$ cat src/rtl/amp_guard_pkg.sv
package amp_guard_pkg;

  typedef enum logic [2:0] {
    ST_OFF   = 3'd0,
    ST_RAMP  = 3'd1,
    ST_RUN   = 3'd2,
    ST_SHORT = 3'd3,
    ST_HOT   = 3'd4
  } amp_state_e;

endpackage

$ cat src/rtl/amp_sd_sync.sv
module amp_sd_sync #(
  parameter int STAGES = 2
) (
  input  logic clk,
  input  logic rst_ni,
  input  logic sd_n_i,
  output logic sd_on_o,
  output logic sd_rise_o
);

  logic [STAGES:0] sh_q;
  logic [STAGES:0] sh_d;

  always_comb begin
    sh_d = {sh_q[STAGES-1:0], sd_n_i};
  end

  // Reset value 0 keeps the amplifier in shutdown until a real release.
  always_ff @(posedge clk or negedge rst_ni) begin
    if (!rst_ni) begin
      sh_q <= '0;
    end else begin
      sh_q <= sh_d;
    end
  end

  assign sd_on_o   = sh_q[STAGES-1];
  assign sd_rise_o = sh_q[STAGES-1] & ~sh_q[STAGES];

endmodule

$ cat src/rtl/amp_short_filt.sv
module amp_short_filt #(
  parameter int DEB_TICKS = 4
) (
  input  logic clk,
  input  logic rst_ni,
  input  logic tick_i,
  input  logic short_i,
  output logic trip_o
);

  localparam int CW = $clog2(DEB_TICKS + 1);

  logic [CW-1:0] cnt_q;
  logic [CW-1:0] cnt_d;
  logic          full;

  assign full = (cnt_q == CW'(DEB_TICKS));

  always_comb begin
    cnt_d = cnt_q;
    if (!short_i) begin
      cnt_d = '0;
    end else if (tick_i && !full) begin
      cnt_d = cnt_q + CW'(1);
    end
  end

  always_ff @(posedge clk or negedge rst_ni) begin
    if (!rst_ni) begin
      cnt_q <= '0;
    end else begin
      cnt_q <= cnt_d;
    end
  end

  assign trip_o = full;

endmodule

$ cat src/rtl/amp_therm_mon.sv
module amp_therm_mon #(
  parameter int TEMP_W    = 8,
  parameter int TRIP_CODE = 150,
  parameter int HYST_CODE = 15
) (
  input  logic              clk,
  input  logic              rst_ni,
  input  logic [TEMP_W-1:0] temp_i,
  output logic              hot_o
);

  localparam int CLR_CODE = TRIP_CODE - HYST_CODE;

  logic hot_q;
  logic hot_d;
  logic above_trip;
  logic below_clr;

  assign above_trip = (temp_i > TEMP_W'(TRIP_CODE));
  assign below_clr  = (temp_i <= TEMP_W'(CLR_CODE));

  always_comb begin
    hot_d = hot_q;
    if (hot_q) begin
      if (below_clr) begin
        hot_d = 1'b0;
      end
    end else if (above_trip) begin
      hot_d = 1'b1;
    end
  end

  always_ff @(posedge clk or negedge rst_ni) begin
    if (!rst_ni) begin
      hot_q <= 1'b0;
    end else begin
      hot_q <= hot_d;
    end
  end

  assign hot_o = hot_q;

endmodule

$ cat src/rtl/amp_ramp_timer.sv
module amp_ramp_timer #(
  parameter int FIX_TICKS = 82,
  parameter int EXTRA_W   = 6
) (
  input  logic               clk,
  input  logic               rst_ni,
  input  logic               run_i,
  input  logic               tick_i,
  input  logic [EXTRA_W-1:0] extra_i,
  output logic               done_o
);

  localparam int TW = $clog2(FIX_TICKS + (1 << EXTRA_W)) + 1;

  logic [TW-1:0] cnt_q;
  logic [TW-1:0] cnt_d;
  logic [TW-1:0] target;
  logic          done;

  assign target = TW'(FIX_TICKS) + TW'(extra_i);
  assign done   = (cnt_q >= target);

  always_comb begin
    cnt_d = cnt_q;
    if (!run_i) begin
      cnt_d = '0;
    end else if (tick_i && !done) begin
      cnt_d = cnt_q + TW'(1);
    end
  end

  always_ff @(posedge clk or negedge rst_ni) begin
    if (!rst_ni) begin
      cnt_q <= '0;
    end else begin
      cnt_q <= cnt_d;
    end
  end

  assign done_o = done;

endmodule

$ cat src/rtl/amp_guard_ctrl.sv
module amp_guard_ctrl
  import amp_guard_pkg::*;
#(
  parameter int TEMP_W      = 8,
  parameter int TRIP_CODE   = 150,
  parameter int HYST_CODE   = 15,
  parameter int DEB_TICKS   = 4,
  parameter int FIX_TICKS   = 82,
  parameter int EXTRA_W     = 6,
  parameter int SYNC_STAGES = 2
) (
  input  logic               clk,
  input  logic               rst_n,
  input  logic               tick,
  input  logic               sd_n,
  input  logic               short_det,
  input  logic [TEMP_W-1:0]  temp_code,
  input  logic [EXTRA_W-1:0] ramp_extra,
  output logic               out_en,
  output logic               lowpwr,
  output logic               fault_short,
  output logic               fault_therm
);

  // Reset: asserted at once, released on the second clock edge.
  logic [1:0] rst_q;
  logic       rst_int;

  always_ff @(posedge clk or negedge rst_n) begin
    if (!rst_n) begin
      rst_q <= 2'b00;
    end else begin
      rst_q <= {rst_q[0], 1'b1};
    end
  end

  assign rst_int = rst_q[1];

  logic sd_on;
  logic sd_rise;
  logic sc_trip;
  logic hot;
  logic ramp_done;
  logic ramp_run;

  amp_sd_sync #(.STAGES(SYNC_STAGES)) u_sync (
    .clk      (clk),
    .rst_ni   (rst_int),
    .sd_n_i   (sd_n),
    .sd_on_o  (sd_on),
    .sd_rise_o(sd_rise)
  );

  amp_short_filt #(.DEB_TICKS(DEB_TICKS)) u_filt (
    .clk    (clk),
    .rst_ni (rst_int),
    .tick_i (tick),
    .short_i(short_det),
    .trip_o (sc_trip)
  );

  amp_therm_mon #(
    .TEMP_W   (TEMP_W),
    .TRIP_CODE(TRIP_CODE),
    .HYST_CODE(HYST_CODE)
  ) u_therm (
    .clk   (clk),
    .rst_ni(rst_int),
    .temp_i(temp_code),
    .hot_o (hot)
  );

  amp_ramp_timer #(
    .FIX_TICKS(FIX_TICKS),
    .EXTRA_W  (EXTRA_W)
  ) u_ramp (
    .clk    (clk),
    .rst_ni (rst_int),
    .run_i  (ramp_run),
    .tick_i (tick),
    .extra_i(ramp_extra),
    .done_o (ramp_done)
  );

  amp_state_e st_q;
  amp_state_e st_d;

  // Shutdown wins over faults, the short fault wins over the thermal one;
  // only a latched short ignores shutdown and waits for a rising edge.
  always_comb begin
    st_d = st_q;
    unique case (st_q)
      ST_OFF: begin
        if (sd_on) st_d = ST_RAMP;
      end
      ST_RAMP: begin
        if (!sd_on)         st_d = ST_OFF;
        else if (sc_trip)   st_d = ST_SHORT;
        else if (hot)       st_d = ST_HOT;
        else if (ramp_done) st_d = ST_RUN;
      end
      ST_RUN: begin
        if (!sd_on)       st_d = ST_OFF;
        else if (sc_trip) st_d = ST_SHORT;
        else if (hot)     st_d = ST_HOT;
      end
      ST_SHORT: begin
        if (sd_rise) st_d = ST_RAMP;
      end
      ST_HOT: begin
        if (!sd_on)       st_d = ST_OFF;
        else if (sc_trip) st_d = ST_SHORT;
        else if (!hot)    st_d = ST_RAMP;
      end
      default: st_d = ST_OFF;
    endcase
  end

  always_ff @(posedge clk or negedge rst_int) begin
    if (!rst_int) begin
      st_q <= ST_OFF;
    end else begin
      st_q <= st_d;
    end
  end

  assign ramp_run    = (st_q == ST_RAMP);
  assign out_en      = (st_q == ST_RUN);
  assign lowpwr      = (st_q == ST_OFF) || (st_q == ST_SHORT);
  assign fault_short = (st_q == ST_SHORT);
  assign fault_therm = hot;

endmodule

$ cat config.mk
export PLATFORM = sky130hd
export DESIGN_NAME = amp_guard_ctrl
export DESIGN_NICKNAME = d
export VERILOG_FILES = /design/src/rtl/amp_guard_pkg.sv /design/src/rtl/amp_sd_sync.sv /design/src/rtl/amp_short_filt.sv /design/src/rtl/amp_therm_mon.sv /design/src/rtl/amp_ramp_timer.sv /design/src/rtl/amp_guard_ctrl.sv
export SDC_FILE = /design/constraint.sdc
export NUM_CORES = 1
export LEC_CHECK = 0
export ABC_AREA = 0
export BUFFER_PORTS_ARGS = -buffer_cell sky130_fd_sc_hd__buf_2
export CAP_MARGIN = 20
export CORE_UTILIZATION = 50
export CTS_CLUSTER_DIAMETER = 40
export DETAILED_ROUTE_END_ITERATION = 16
export GPL_TIMING_DRIVEN = 0
export PLACE_DENSITY = 0.75
export SLEW_MARGIN = 0
export SYNTH_ARGS = -nofsm -noshare
export SYNTH_HDL_FRONTEND = slang
export SYNTH_SLANG_ARGS = --single-unit
$ cat constraint.sdc
create_clock -name clk -period 0.85 [get_ports clk]
set_clock_uncertainty 0.15 [all_clocks]
set_input_delay 0.0425 -clock clk [delete_from_list [all_inputs] [get_ports clk]]
set_output_delay 0.0425 -clock clk [all_outputs]
set_load 0.005 [all_outputs]
==> impl_metrics.toml <==
[run_status]
outcome = "finished, violations left"
violations = "negative hold slack, negative setup slack"

[pwr]
power.density_nw_per_um2 = 1870
vdd.ir_drop.worst_mv = 1.47
power_leakage_uw = 0.000892
power_uw = 3550

[routing]
postRouteAntennaNets = 0
firstDrtPassIters = 4
drc_errors = 0
average_wire_per_cell_in_the_routed_design_um = 14.1
vias_per_cell = 5.55
routed_wl_um = 3080
drt_first_iter_violations = 21
num_vias = 1210

[clock_tree]
cts.sinks = 21
clk_pin_slew_worst_paths_ns = 0.13
clockBufferDepth = 2
clock_tree.root_cell = "sky130_fd_sc_hd__clkbuf_4"
tritoncts_clock_tree = "yes"
insertion_delay_ns = 0.31
cts-htree-levels = 1
cts-hold-fix-buffers = 5
total_cts_buffers = 3

[timing]
setup_total_negative_slack_ns = -16.11
timing_hold_violations_final = 2
timing.final.crit_share_pct = 235
slew_viol_final = 0
timing.hold.ws_ns = -0.212
relSlewSlack_pct = 64.1
max_freq_mhz = 500
report.final.setup_viol = 20
layout_setup_ws_ns = -1.15
finalWorstPathRequiredPeriod_ns = 2.00
worst-slew-pin-transition_ns = 0.538
setup_repair_after_global_routing_missed_its_margin = "yes"

[synthesis]
synth-warning-count = 0
ys_seq_elements = 21
yosys-top-cells-area = "sky130_fd_sc_hd__dfrtp_1 39%, sky130_fd_sc_hd__ha_1 11%, sky130_fd_sc_hd__nand2_1 4.7%"
postSynthAreaPerCell_um2 = 9.54
synth-async-reset-ratio_pct = 100
postSynth.topFlopCell = "sky130_fd_sc_hd__dfrtp_1"
synthesis.nets = 173
synth.cells.most_frequent = "21 x sky130_fd_sc_hd__dfrtp_1, 17 x sky130_fd_sc_hd__nand2_1, 12 x sky130_fd_sc_hd__ha_1, 10 x sky130_fd_sc_hd__nor2_1, 7 x sky130_fd_sc_hd__xnor2_1"
synthCells = 142
number_of_enable_type_register_cells_in_the_synthesized_netlist = 0
synth.most_common_cell = "sky130_fd_sc_hd__dfrtp_1"
syn-cell-area_um2 = 1360
synth.distinct_cells = 41
netlist.area_leader.share_pct = 38.8
synth_sequential_area_ratio_pct = 38.8
synth_top_area_cell = "sky130_fd_sc_hd__dfrtp_1"

[layout]
finalNetCount = 220
nFillCells = 182
insertedDiodeCount = 0
drive_above_1_share_pct = 44.1
sequential_cell_area_in_the_final_layout_um2 = 529
post-route-util_pct = 75.5
flow.area_growth_from_synthesis_pct = 40.6
stdcell_count = 218
area_taken_by_multi_input_logic_gates_um2 = 966

[placement]
portBuffers = 22
gp_congestion = 0.802
numPlacedInstances = 194
place.detailed.hpwl_um = 2010
post-place-ws_ns = -1.34

[setup_path]
critPathRequiredTime_ns = 0.91
crit_type = "reg2reg"
timing.critical_path.from_type = "flip-flop"
worst_setup_path_end_kind = "flip-flop"
maximum_net_fanout_on_the_critical_path = 7
worst-endpoint-arrival_ns = 2.06

[global_route]
global_route.usage.total_pct = 23.0
remaining_global_route_overflow = 0
grt_antenna_before_repair = 0
first_global_vias = 1107
grt_pass1_wl_um = 4770
grt_start_max_net_pins = 20

[die]
fp.dieArea_um2 = 2920
die_width_um = 54.1
ports = 23
chipHeight_um = 54.1
total_core_area_um2 = 2520
rows = 18
initial_cell_density_of_the_core_pct = 53.7

[job]
maxcap_viol_count = 0

[worst_hold_path]
hold_path.class = "in2reg"
## kinds of logic after synthesis
logic type	Yosys count	share of synthesized area (%)
flops	21	38.8
other cells	1	0.277
fa+ha+maj	12	11.1
compound gates	27	14.7
mux	6	4.43
simple gates	57	22.3
xor+xnor	8	5.17
buf+inv	10	3.23
## metrics by stage
step	hold WS, ns	instance area (um^2)
6_report	-0.212	1910
5_1_grt	-0.219	1910
4_1_cts	-0.217	1820
3_5_place_dp	-0.320	1560
3_3_place_gp	-0.324	1560
2_1_floorplan	-0.403	1420
## critical path: stages (launching register included)
cell and delay, ns:
sky130_fd_sc_hd__dfrtp_1 0.43, sky130_fd_sc_hd__ha_4 0.23, sky130_fd_sc_hd__a21o_1 0.16, sky130_fd_sc_hd__a211oi_2 0.27, sky130_fd_sc_hd__nand2_2 0.13, sky130_fd_sc_hd__a21oi_4 0.24, sky130_fd_sc_hd__nand4_1 0.15, sky130_fd_sc_hd__mux2i_1 0.14
## layout make-up
class / count / area share (%)
multi-input combinational: 111 / 50.7
clock inverter: 1 / 0.394
buffer: 2 / 1.18
tap: 30 / 1.97
sequential: 21 / 27.8
clock buffer: 3 / 1.18
timing repair buffer: 43 / 15.3
inverter: 7 / 1.51
## where the power goes
part	internal (uW)	total, uW	leakage [uW]	switching [uW]
registers	1120	1220	0.000272	109
logic	867	1810	0.000606	947
clock network	180	516	0.0000139	336
## layer usage
layer / global-route usage [%] / vias up / wire length (um) / share of wire, %
li1: - / 594 / - / -
met1: 30.5 / 586 / 1340 / 44
met2: 36.4 / 24 / 1600 / 52
met3: 6.78 / 6 / 99 / 3.2
met4: 5.98 / 0 / 40 / 1.3
met5: 0 / - / 0 / 0
## state kept, by name, indices dropped and copies added, names as in the netlist
register and cells:
st_q 3, rst_q 2, u_sync.sh_q 3, u_therm.hot_o 1, u_filt.cnt_q 3, u_ramp.cnt_q 9
## final timing paths
| kind | slack (ns) | endpoint | from | cells past startpoint |
|---|---|---|---|---|
| min in group asynchronous | 0.06 | u_ramp.cnt_q[3] | rst_q[1] | 0 |
| min | -0.21 | u_therm.hot_o | temp_code[5] | 2 |
| max | -1.15 | u_ramp.cnt_q[6] | u_ramp.cnt_q[6] | 7 |
| max in group asynchronous | 0.04 | rst_q[1] | rst_n | 3 |
| min reg2reg | 0.06 | u_ramp.cnt_q[3] | rst_q[1] | 0 |
| max reg2reg | -1.15 | u_ramp.cnt_q[6] | u_ramp.cnt_q[6] | 7 |
## what timing repair did
| action | CTS | global route |
|---|---|---|
| endpoints found under the setup margin | 39 | 20 |
| endpoints found under the hold margin | 7 | 2 |
| pin swaps | 12 | 16 |
| gates resized for setup | 16 | 13 |
| setup buffers | 13 | 4 |
## placed cells by master, fill, tap and decap left out, types with 2 or more instances in the layout
cell type	n
sky130_fd_sc_hd__buf_2	22
sky130_fd_sc_hd__dfrtp_1	18
sky130_fd_sc_hd__nand2_1	14
sky130_fd_sc_hd__buf_4	13
sky130_fd_sc_hd__nor2_1	9
sky130_fd_sc_hd__xnor2_1	6
sky130_fd_sc_hd__mux2i_1	6
sky130_fd_sc_hd__ha_1	6
sky130_fd_sc_hd__buf_6	5
sky130_fd_sc_hd__dlygate4sd3_1	5
sky130_fd_sc_hd__nand3_1	4
sky130_fd_sc_hd__nand4_1	4
sky130_fd_sc_hd__a21oi_1	4
sky130_fd_sc_hd__o21ai_0	4
sky130_fd_sc_hd__ha_4	4
sky130_fd_sc_hd__inv_2	3
sky130_fd_sc_hd__inv_1	3
sky130_fd_sc_hd__a211oi_2	3
sky130_fd_sc_hd__clkbuf_4	3
sky130_fd_sc_hd__dfrtp_2	3
sky130_fd_sc_hd__nor3_4	2
sky130_fd_sc_hd__a31o_2	2
sky130_fd_sc_hd__a21oi_2	2
sky130_fd_sc_hd__and4b_1	2
sky130_fd_sc_hd__a21o_1	2
sky130_fd_sc_hd__nor2b_1	2
sky130_fd_sc_hd__nand2_2	2
sky130_fd_sc_hd__and2_1	2
sky130_fd_sc_hd__and3_1	2
sky130_fd_sc_hd__or2b_1	2
sky130_fd_sc_hd__ha_2	2
Power figures use the tool's default switching activity.
